**src/rtl/art_pkg.sv**
```systemverilog
package art_pkg;

  localparam int DATA_MAX  = 8;
  localparam int FRAME_MAX = 1 + DATA_MAX + 1 + 2;
  localparam int LEN_W     = $clog2(FRAME_MAX + 1);

  // Control to datapath strobes and settings
  typedef struct packed {
    logic                txLoad;
    logic [DATA_MAX-1:0] txByte;
    logic                txEn;
    logic                brk;
    logic                rxEn;
    logic                eight;
    logic                twoStop;
    logic                parEn;
    logic                parEven;
  } ctrlStrobes_t;

  // Datapath back to control
  typedef struct packed {
    logic                txRdy;
    logic                txEmpty;
    logic                rxDone;
    logic [DATA_MAX-1:0] rxByte;
    logic                rxParErr;
    logic                rxFrmErr;
  } dpStatus_t;

  function automatic logic [FRAME_MAX-1:0] buildFrame(
    input logic [DATA_MAX-1:0] d,
    input logic eight,
    input logic parEn,
    input logic parEven
  );
    logic [FRAME_MAX-1:0] f;
    logic p;
    int nd;
    f  = '1;
    f[0] = 1'b0;
    nd = eight ? 8 : 7;
    p  = eight ? ^d : ^d[6:0];
    if (!parEven) p = ~p;
    for (int i = 0; i < DATA_MAX; i++) begin
      if (i < nd) f[i+1] = d[i];
    end
    if (parEn) f[nd+1] = p;
    return f;
  endfunction

  function automatic logic [LEN_W-1:0] frameLen(
    input logic eight,
    input logic parEn,
    input logic twoStop
  );
    int n;
    n = 1 + (eight ? 8 : 7) + (parEn ? 1 : 0) + (twoStop ? 2 : 1);
    return LEN_W'(n);
  endfunction

endpackage

```
**src/rtl/art_ctrl.sv**
```systemverilog
module art_ctrl
  import art_pkg::*;
#(
  parameter logic [7:0] BASE_ADDR = 8'h14
) (
  input  logic         clk,
  input  logic         rstN,
  input  logic [7:0]   busAddr,
  input  logic         busWr,
  input  logic         busRd,
  input  logic [7:0]   busWrData,
  output logic [7:0]   busRdData,
  input  dpStatus_t    dp,
  output ctrlStrobes_t cs,
  output logic         irq
);

  localparam logic [7:0] ADDR_DATA = BASE_ADDR;
  localparam logic [7:0] ADDR_STAT = BASE_ADDR + 8'd1;
  localparam logic [7:0] ADDR_CMD  = BASE_ADDR + 8'd2;

  logic selData, selStat, selCmd;
  logic rdData, errClr;

  logic modeEight, modeTwoStop, modeParEn, modeParEven;
  logic cmdTxEn, cmdBrk, cmdRxEn;
  logic [7:0] rxData;
  logic rxRdy, flagPe, flagOe, flagFe;
  logic [7:0] statusByte;

  assign selData = (busAddr == ADDR_DATA);
  assign selStat = (busAddr == ADDR_STAT);
  assign selCmd  = (busAddr == ADDR_CMD);
  assign rdData  = busRd && selData;
  assign errClr  = busWr && selCmd && busWrData[4];

  always_ff @(posedge clk) begin
    if (!rstN) begin
      modeEight   <= 1'b0;
      modeTwoStop <= 1'b0;
      modeParEn   <= 1'b0;
      modeParEven <= 1'b0;
      cmdTxEn     <= 1'b0;
      cmdBrk      <= 1'b0;
      cmdRxEn     <= 1'b0;
    end else begin
      if (busWr && selStat) begin
        modeEight   <= busWrData[2];
        modeTwoStop <= busWrData[3];
        modeParEn   <= busWrData[4];
        modeParEven <= busWrData[5];
      end
      if (busWr && selCmd) begin
        cmdTxEn <= busWrData[0];
        cmdBrk  <= busWrData[1];
        cmdRxEn <= busWrData[2];
      end
    end
  end

  always_ff @(posedge clk) begin
    if (!rstN) begin
      rxData <= 8'hFF;
      rxRdy  <= 1'b0;
      flagPe <= 1'b0;
      flagOe <= 1'b0;
      flagFe <= 1'b0;
    end else begin
      flagPe <= (errClr ? 1'b0 : flagPe) | (dp.rxDone & dp.rxParErr);
      flagFe <= (errClr ? 1'b0 : flagFe) | (dp.rxDone & dp.rxFrmErr);
      flagOe <= (errClr ? 1'b0 : flagOe) | (dp.rxDone & rxRdy & ~rdData);
      if (dp.rxDone) begin
        rxData <= dp.rxByte;
        rxRdy  <= 1'b1;
      end else if (rdData) begin
        rxRdy <= 1'b0;
      end
    end
  end

  assign statusByte = {2'b00, flagFe, flagOe, flagPe, dp.txEmpty, rxRdy, dp.txRdy};

  always_comb begin
    busRdData = 8'h00;
    if (busRd) begin
      if (selData)      busRdData = rxData;
      else if (selStat) busRdData = statusByte;
    end
  end

  assign irq = rxRdy;

  always_comb begin
    cs.txLoad  = busWr && selData;
    cs.txByte  = busWrData;
    cs.txEn    = cmdTxEn;
    cs.brk     = cmdBrk;
    cs.rxEn    = cmdRxEn;
    cs.eight   = modeEight;
    cs.twoStop = modeTwoStop;
    cs.parEn   = modeParEn;
    cs.parEven = modeParEven;
  end


  rd_clears_rdy_chk: assert property (@(posedge clk) disable iff (!rstN)
    (rdData && !dp.rxDone) |=> !irq);


  overrun_sets_chk: assert property (@(posedge clk) disable iff (!rstN)
    (dp.rxDone && irq && !rdData) |=> (flagOe && irq));


  txload_clears_rdy_chk: assert property (@(posedge clk) disable iff (!rstN)
    (busWr && selData && cmdTxEn && !(busWr && selCmd)) |=> !dp.txRdy);

endmodule

```
**src/rtl/art_datapath.sv**
```systemverilog
module art_datapath
  import art_pkg::*;
#(
  parameter int OVS = 16
) (
  input  logic         clk,
  input  logic         rstN,
  input  ctrlStrobes_t cs,
  input  logic         rxTick,
  input  logic         txTick,
  input  logic         rxd,
  output logic         txd,
  output dpStatus_t    dp
);

  localparam int CW = $clog2(OVS);
  localparam logic [CW-1:0] LAST = CW'(OVS - 1);
  localparam logic [CW-1:0] MID  = CW'(OVS / 2 - 1);

  // Transmit side
  logic [DATA_MAX-1:0]  txBuf;
  logic                 bufFull;
  logic                 txBusy;
  logic [FRAME_MAX-1:0] shReg;
  logic [LEN_W-1:0]     bitsLeft;
  logic [CW-1:0]        txCnt;

  always_ff @(posedge clk) begin
    if (!rstN) begin
      txBuf    <= 8'hFF;
      bufFull  <= 1'b0;
      txBusy   <= 1'b0;
      shReg    <= '1;
      bitsLeft <= '0;
      txCnt    <= '0;
    end else begin
      if (cs.txLoad) begin
        txBuf   <= cs.txByte;
        bufFull <= 1'b1;
      end else if (bufFull && !txBusy && cs.txEn) begin
        shReg    <= buildFrame(txBuf, cs.eight, cs.parEn, cs.parEven);
        bitsLeft <= frameLen(cs.eight, cs.parEn, cs.twoStop);
        txCnt    <= '0;
        txBusy   <= 1'b1;
        bufFull  <= 1'b0;
      end
      if (txBusy && cs.txEn && txTick) begin
        txCnt <= txCnt + 1'b1;
        if (txCnt == LAST) begin
          shReg    <= {1'b1, shReg[FRAME_MAX-1:1]};
          bitsLeft <= bitsLeft - 1'b1;
          if (bitsLeft == LEN_W'(1)) txBusy <= 1'b0;
        end
      end
    end
  end

  always_comb begin
    if (!cs.txEn)    txd = 1'b1;
    else if (cs.brk) txd = 1'b0;
    else if (txBusy) txd = shReg[0];
    else             txd = 1'b1;
  end

  // Receive side
  logic                rxBusy;
  logic [CW-1:0]       rxCnt;
  logic [LEN_W-1:0]    rxIdx;
  logic [DATA_MAX-1:0] rxSh;
  logic                parAcc;
  logic                rxDone, rxParErr, rxFrmErr;
  logic [LEN_W-1:0]    nData;

  assign nData = cs.eight ? LEN_W'(8) : LEN_W'(7);

  always_ff @(posedge clk) begin
    if (!rstN) begin
      rxBusy   <= 1'b0;
      rxCnt    <= '0;
      rxIdx    <= '0;
      rxSh     <= '0;
      parAcc   <= 1'b0;
      rxDone   <= 1'b0;
      rxParErr <= 1'b0;
      rxFrmErr <= 1'b0;
    end else begin
      rxDone <= 1'b0;
      if (!cs.rxEn) begin
        rxBusy <= 1'b0;
      end else if (rxTick) begin
        if (!rxBusy) begin
          if (!rxd) begin
            rxBusy <= 1'b1;
            rxCnt  <= '0;
            rxIdx  <= '0;
          end
        end else begin
          rxCnt <= rxCnt + 1'b1;
          if (rxCnt == MID) begin
            rxIdx <= rxIdx + 1'b1;
            if (rxIdx == '0) begin
              if (rxd) rxBusy <= 1'b0;
              rxSh   <= '0;
              parAcc <= 1'b0;
            end else if (rxIdx <= nData) begin
              rxSh[3'(rxIdx - 1'b1)] <= rxd;
              parAcc <= parAcc ^ rxd;
            end else if (cs.parEn && rxIdx == nData + 1'b1) begin
              parAcc <= parAcc ^ rxd;
            end else begin
              rxBusy   <= 1'b0;
              rxDone   <= 1'b1;
              rxFrmErr <= ~rxd;
              rxParErr <= cs.parEn & (parAcc ~^ cs.parEven);
            end
          end
        end
      end
    end
  end

  always_comb begin
    dp.txRdy    = cs.txEn & ~bufFull;
    dp.txEmpty  = cs.txEn & ~bufFull & ~txBusy;
    dp.rxDone   = rxDone;
    dp.rxByte   = rxSh;
    dp.rxParErr = rxParErr;
    dp.rxFrmErr = rxFrmErr;
  end


  rx_off_quiet_chk: assert property (@(posedge clk) disable iff (!rstN)
    !cs.rxEn |=> !rxDone);


  start_bit_low_chk: assert property (@(posedge clk) disable iff (!rstN)
    ($rose(txBusy) && cs.txEn && !cs.brk) |-> !txd);


  handoff_chk: assert property (@(posedge clk) disable iff (!rstN)
    (bufFull && !txBusy && cs.txEn && !cs.txLoad) |=> (!bufFull && txBusy));

endmodule

```
**src/rtl/art_uart.sv**
```systemverilog
module art_uart
  import art_pkg::*;
#(
  parameter logic [7:0] BASE_ADDR = 8'h14,
  parameter int         OVS       = 16
) (
  input  logic       clk,
  input  logic       rstN,
  input  logic [7:0] busAddr,
  input  logic       busWr,
  input  logic       busRd,
  input  logic [7:0] busWrData,
  output logic [7:0] busRdData,
  input  logic       rxTick,
  input  logic       txTick,
  input  logic       rxd,
  output logic       txd,
  output logic       irq
);

  ctrlStrobes_t csBus;
  dpStatus_t    dpBus;

  art_ctrl #(.BASE_ADDR(BASE_ADDR)) uCtrl (
    .clk(clk), .rstN(rstN), .busAddr(busAddr), .busWr(busWr), .busRd(busRd),
    .busWrData(busWrData), .busRdData(busRdData), .dp(dpBus), .cs(csBus), .irq(irq)
  );

  art_datapath #(.OVS(OVS)) uDp (
    .clk(clk), .rstN(rstN), .cs(csBus), .rxTick(rxTick), .txTick(txTick),
    .rxd(rxd), .txd(txd), .dp(dpBus)
  );

endmodule

```
**config.mk**
```make
export PLATFORM = sky130hd
export DESIGN_NAME = art_uart
export DESIGN_NICKNAME = d
export VERILOG_FILES = /design/src/rtl/art_pkg.sv /design/src/rtl/art_ctrl.sv /design/src/rtl/art_datapath.sv /design/src/rtl/art_uart.sv
export SDC_FILE = /design/constraint.sdc
export NUM_CORES = 1
export LEC_CHECK = 0
export BUFFER_PORTS_ARGS = -buffer_cell sky130_fd_sc_hd__clkbuf_2
export CAP_MARGIN = 20
export CORE_UTILIZATION = 49
export CTS_BUF_LIST = sky130_fd_sc_hd__clkbuf_16
export CTS_CLUSTER_DIAMETER = 50
export CTS_CLUSTER_SIZE = 14
export DETAILED_ROUTE_END_ITERATION = 10
export GPL_TIMING_DRIVEN = 1
export PLACE_DENSITY = 0.73
export REMOVE_ABC_BUFFERS = 1
export SKIP_LAST_GASP = 1
export SLEW_MARGIN = 20
export SYNTH_ARGS = -nofsm -noshare
export SYNTH_HDL_FRONTEND = slang
export SYNTH_SLANG_ARGS = --single-unit
export TNS_END_PERCENT = 50
```
**constraint.sdc**
```tcl
create_clock -name clk -period 3.4 [get_ports clk]
set_clock_uncertainty 0.2 [all_clocks]
set_input_delay 1.02 -clock clk [delete_from_list [all_inputs] [get_ports clk]]
set_output_delay 1.02 -clock clk [all_outputs]
set_load 0.005 [all_outputs]
```
==> flow_metrics.py <==
metrics = {
    "status": {
        "status": "finished, violations left",
        "violations": "setup timing",
    },
    "floorplanning": {
        "die_w_um": 86.0,
        "start_util_pct": 50.8,
        "fp-row-count": 30,
        "dieHeight_um": 86.0,
        "io_pins": 33,
        "die_area_mm2": 0.00739,
        "core_area_mm2": 0.00679,
    },
    "finish": {
        "num-fill-cells": 592,
        "final_nets": 461,
        "fin_area_mm2": 0.00401,
        "seq_area_mm2": 0.00140,
        "insertedDiodeCount": 0,
        "finalNonFillerCells": 526,
        "drive_above_1_share_pct": 16.3,
        "final_core_util_pct": 59.0,
        "area_growth_pct": 16.2,
        "multi_input_area_mm2": 0.00193,
    },
    "setup_path": {
        "path_max_fanout": 9,
        "path_class": "in -> out",
        "end_kind": "output port",
        "crit_path_start_kind": "input pin",
        "arrival_ps": 2310,
        "r2r_slack_ps": 990,
        "worstPathRequired_ps": 2180,
    },
    "global_routing": {
        "grt_busiest_layer": "met2",
        "grt_usage_pct": 22.0,
        "grt_use_met1_pct": 27.5,
        "grt_pass1_wl_mm": 12.9,
        "overflow": 0,
        "grt_pass1_vias": 2727,
        "use_met3_pct": 5.58,
        "antenna_found_initial": 0,
        "use_met2_pct": 37.7,
        "grt_max_degree": 38,
    },
    "yosys": {
        "synth_edf_count": 0,
        "synthArstFlopShare_pct": 0,
        "synth.avg_cell_area_um2": 8.79,
        "netlist_instances": 393,
        "synthDistinctLibCells": 53,
        "synth_commonest_cells": "dfxtp_1, nand2_1, nor2_1",
        "synth_seq_area_share_pct": 40.6,
        "synth_top_cell_by_area": "dfxtp_1",
        "synth.most_common_cell": "dfxtp_1",
        "synthTopCellsByArea": "dfxtp_1, mux2i_1, nand2_1, nor2_1, a21oi_1",
        "synth_seq_cells": 70,
        "synth_area_mm2": 0.00345,
        "ys.flop_type": "dfxtp_1",
        "yosysWarnings": 0,
        "netlist.area_leader.share_pct": 40.6,
    },
    "timing": {
        "grt_setup_unrepaired": "yes",
        "finalSetupViolations": 8,
        "timing.setup.tns_ps": -588,
        "relSlewSlack_pct": 54.4,
        "setup_slack_ps": -131,
        "tightest_slew_ps": 680,
        "fmax_mhz": 283,
        "hold_viol": 0,
        "worst_hold_slack_ps": 249,
        "fin_crit_sh_pct": 104,
        "period_needed_ps": 3530,
        "maxSlewViolCount": 0,
    },
    "pwr": {
        "p_int_mw": 1.40,
        "power_mw": 1.78,
        "irDropWorstVdd_mv": 0.323,
        "power_density_mw_per_mm2": 443,
        "pwr-share-clk_pct": 51.1,
        "leakage_nw": 1.64,
        "pwr-share-comb_pct": 2.7,
        "seqPwrFrac_pct": 46.2,
        "p_sw_uw": 378,
        "switching_share_pct": 21.3,
    },
    "cts": {
        "root_buffer": "clkbuf_16",
        "clk_pin_slew_ps": 50,
        "cts_sinks": 70,
        "cts_buffers": 9,
        "cts.htree.levels": 3,
        "cts_tree": "yes",
        "cts.path.max_buffers": 2,
        "clock_latency_ps": 330,
    },
    "place": {
        "dp.cells": 509,
        "post-place-ws_ps": -370,
        "placed_cell_area_mm2": 0.00369,
        "place.gp.congestion": 0.856,
        "io_buffers": 32,
        "dpl.hpwl_mm": 5.33,
    },
    "detailed_routing": {
        "vias": 2965,
        "post-route-drc-count": 0,
        "drtIter0Drc": 169,
        "firstDrtPassIters": 4,
        "wl_per_cell_um": 14.7,
        "antenna_left": 0,
        "routed_wl_mm": 7.75,
        "vias_per_cell": 5.64,
    },
    "min_path": {
        "hold_path.class": "reg -> reg",
    },
    "run": {
        "drv_cap": 0,
    },
}
layer usage:
layer  wire length, um  vias to the layer above
li1                  -                     1476
met1              3600                     1418
met2              3760                       62
met3               286                        9
met4               102                        0
met5                 0                        -
cell usage in the layout (no fill, tap or decap), types with 3 or more instances in the layout:
cell        n
o31ai_1     8
and3_1      4
xor2_1      4
a221o_1     5
dfxtp_1    70
nand2b_1    4
nand4_1    16
clkinv_2    3
clkbuf_2   31
ha_1       12
xnor2_1    10
inv_1      12
buf_4       7
clkbuf_16   9
nor2_1     44
nor2b_1     6
nand3b_1    3
o21ai_0     9
a21oi_1    31
a22oi_1     5
nand2_1    45
nor3_1      5
nand3_1    10
mux2i_1    29
area by class of cell:
type,instances,share of cell area (%)
flip-flops and latches,70,34.9
clock buffers,9,5.61
well taps,96,2.99
clock inverters,7,1.62
inverters,13,1.22
multi-input cells,291,48.0
repair buffers,40,5.58
final timing paths:
kind | startpoint | to | cells after the start
setup / recovery | busAddr[5] | busRdData[7] | 7
hold / removal | uDp.shReg[11] | uDp.shReg[11] | 1
setup reg to reg | uCtrl.modeEight | uDp.parAcc | 6
hold reg to reg | uDp.shReg[11] | uDp.shReg[11] | 1
cells by family after synthesis:
| family | Yosys count | share of synthesized area, % |
|---|---|---|
| buffers and inverters | 32 | 4.13 |
| AO/OA/AOI/OAI | 82 | 16.3 |
| XOR/XNOR | 15 | 4.20 |
| multiplexers | 29 | 8.41 |
| adder cells (fa/ha/maj) | 13 | 4.93 |
| AND/OR/NAND/NOR | 152 | 21.4 |
| flip-flops | 70 | 40.6 |
worst max-delay path, cell delays in order:
cell and delay, ps:
clkbuf_2 80, or4b_4 550, nor2_4 130, nand3b_1 100
buf_6 150, nor3b_2 150, clkbuf_2 140
flip-flops by register name (all words and copies together) (netlist names), 4 cells and up:
register / count
uDp.bitsLeft: 4
uCtrl.rxData: 8
uDp.shReg: 12
uDp.rxIdx: 4
uDp.rxSh: 8
uDp.txBuf: 8
uDp.txCnt: 4
uDp.rxCnt: 4
power by group through the flow:
stage / Sequential [mW] / Combinational, mW / Clock (mW)
global route: 0.820 / 0.0534 / 0.965
detailed placement: 0.839 / 0.0479 / 0
CTS: 0.821 / 0.0491 / 0.922
finish: 0.821 / 0.0485 / 0.909
floorplan: 0.839 / 0.0168 / 0
global placement: 0.839 / 0.0471 / 0
timing repair:
action                     CTS  global route
buffers inserted             1             0
hold buffers                 0             0
setup endpoints to repair    8             8
gates resized for setup      5             1
pin swaps                    2             0
No activity file was read; power rests on OpenSTA's default activity.
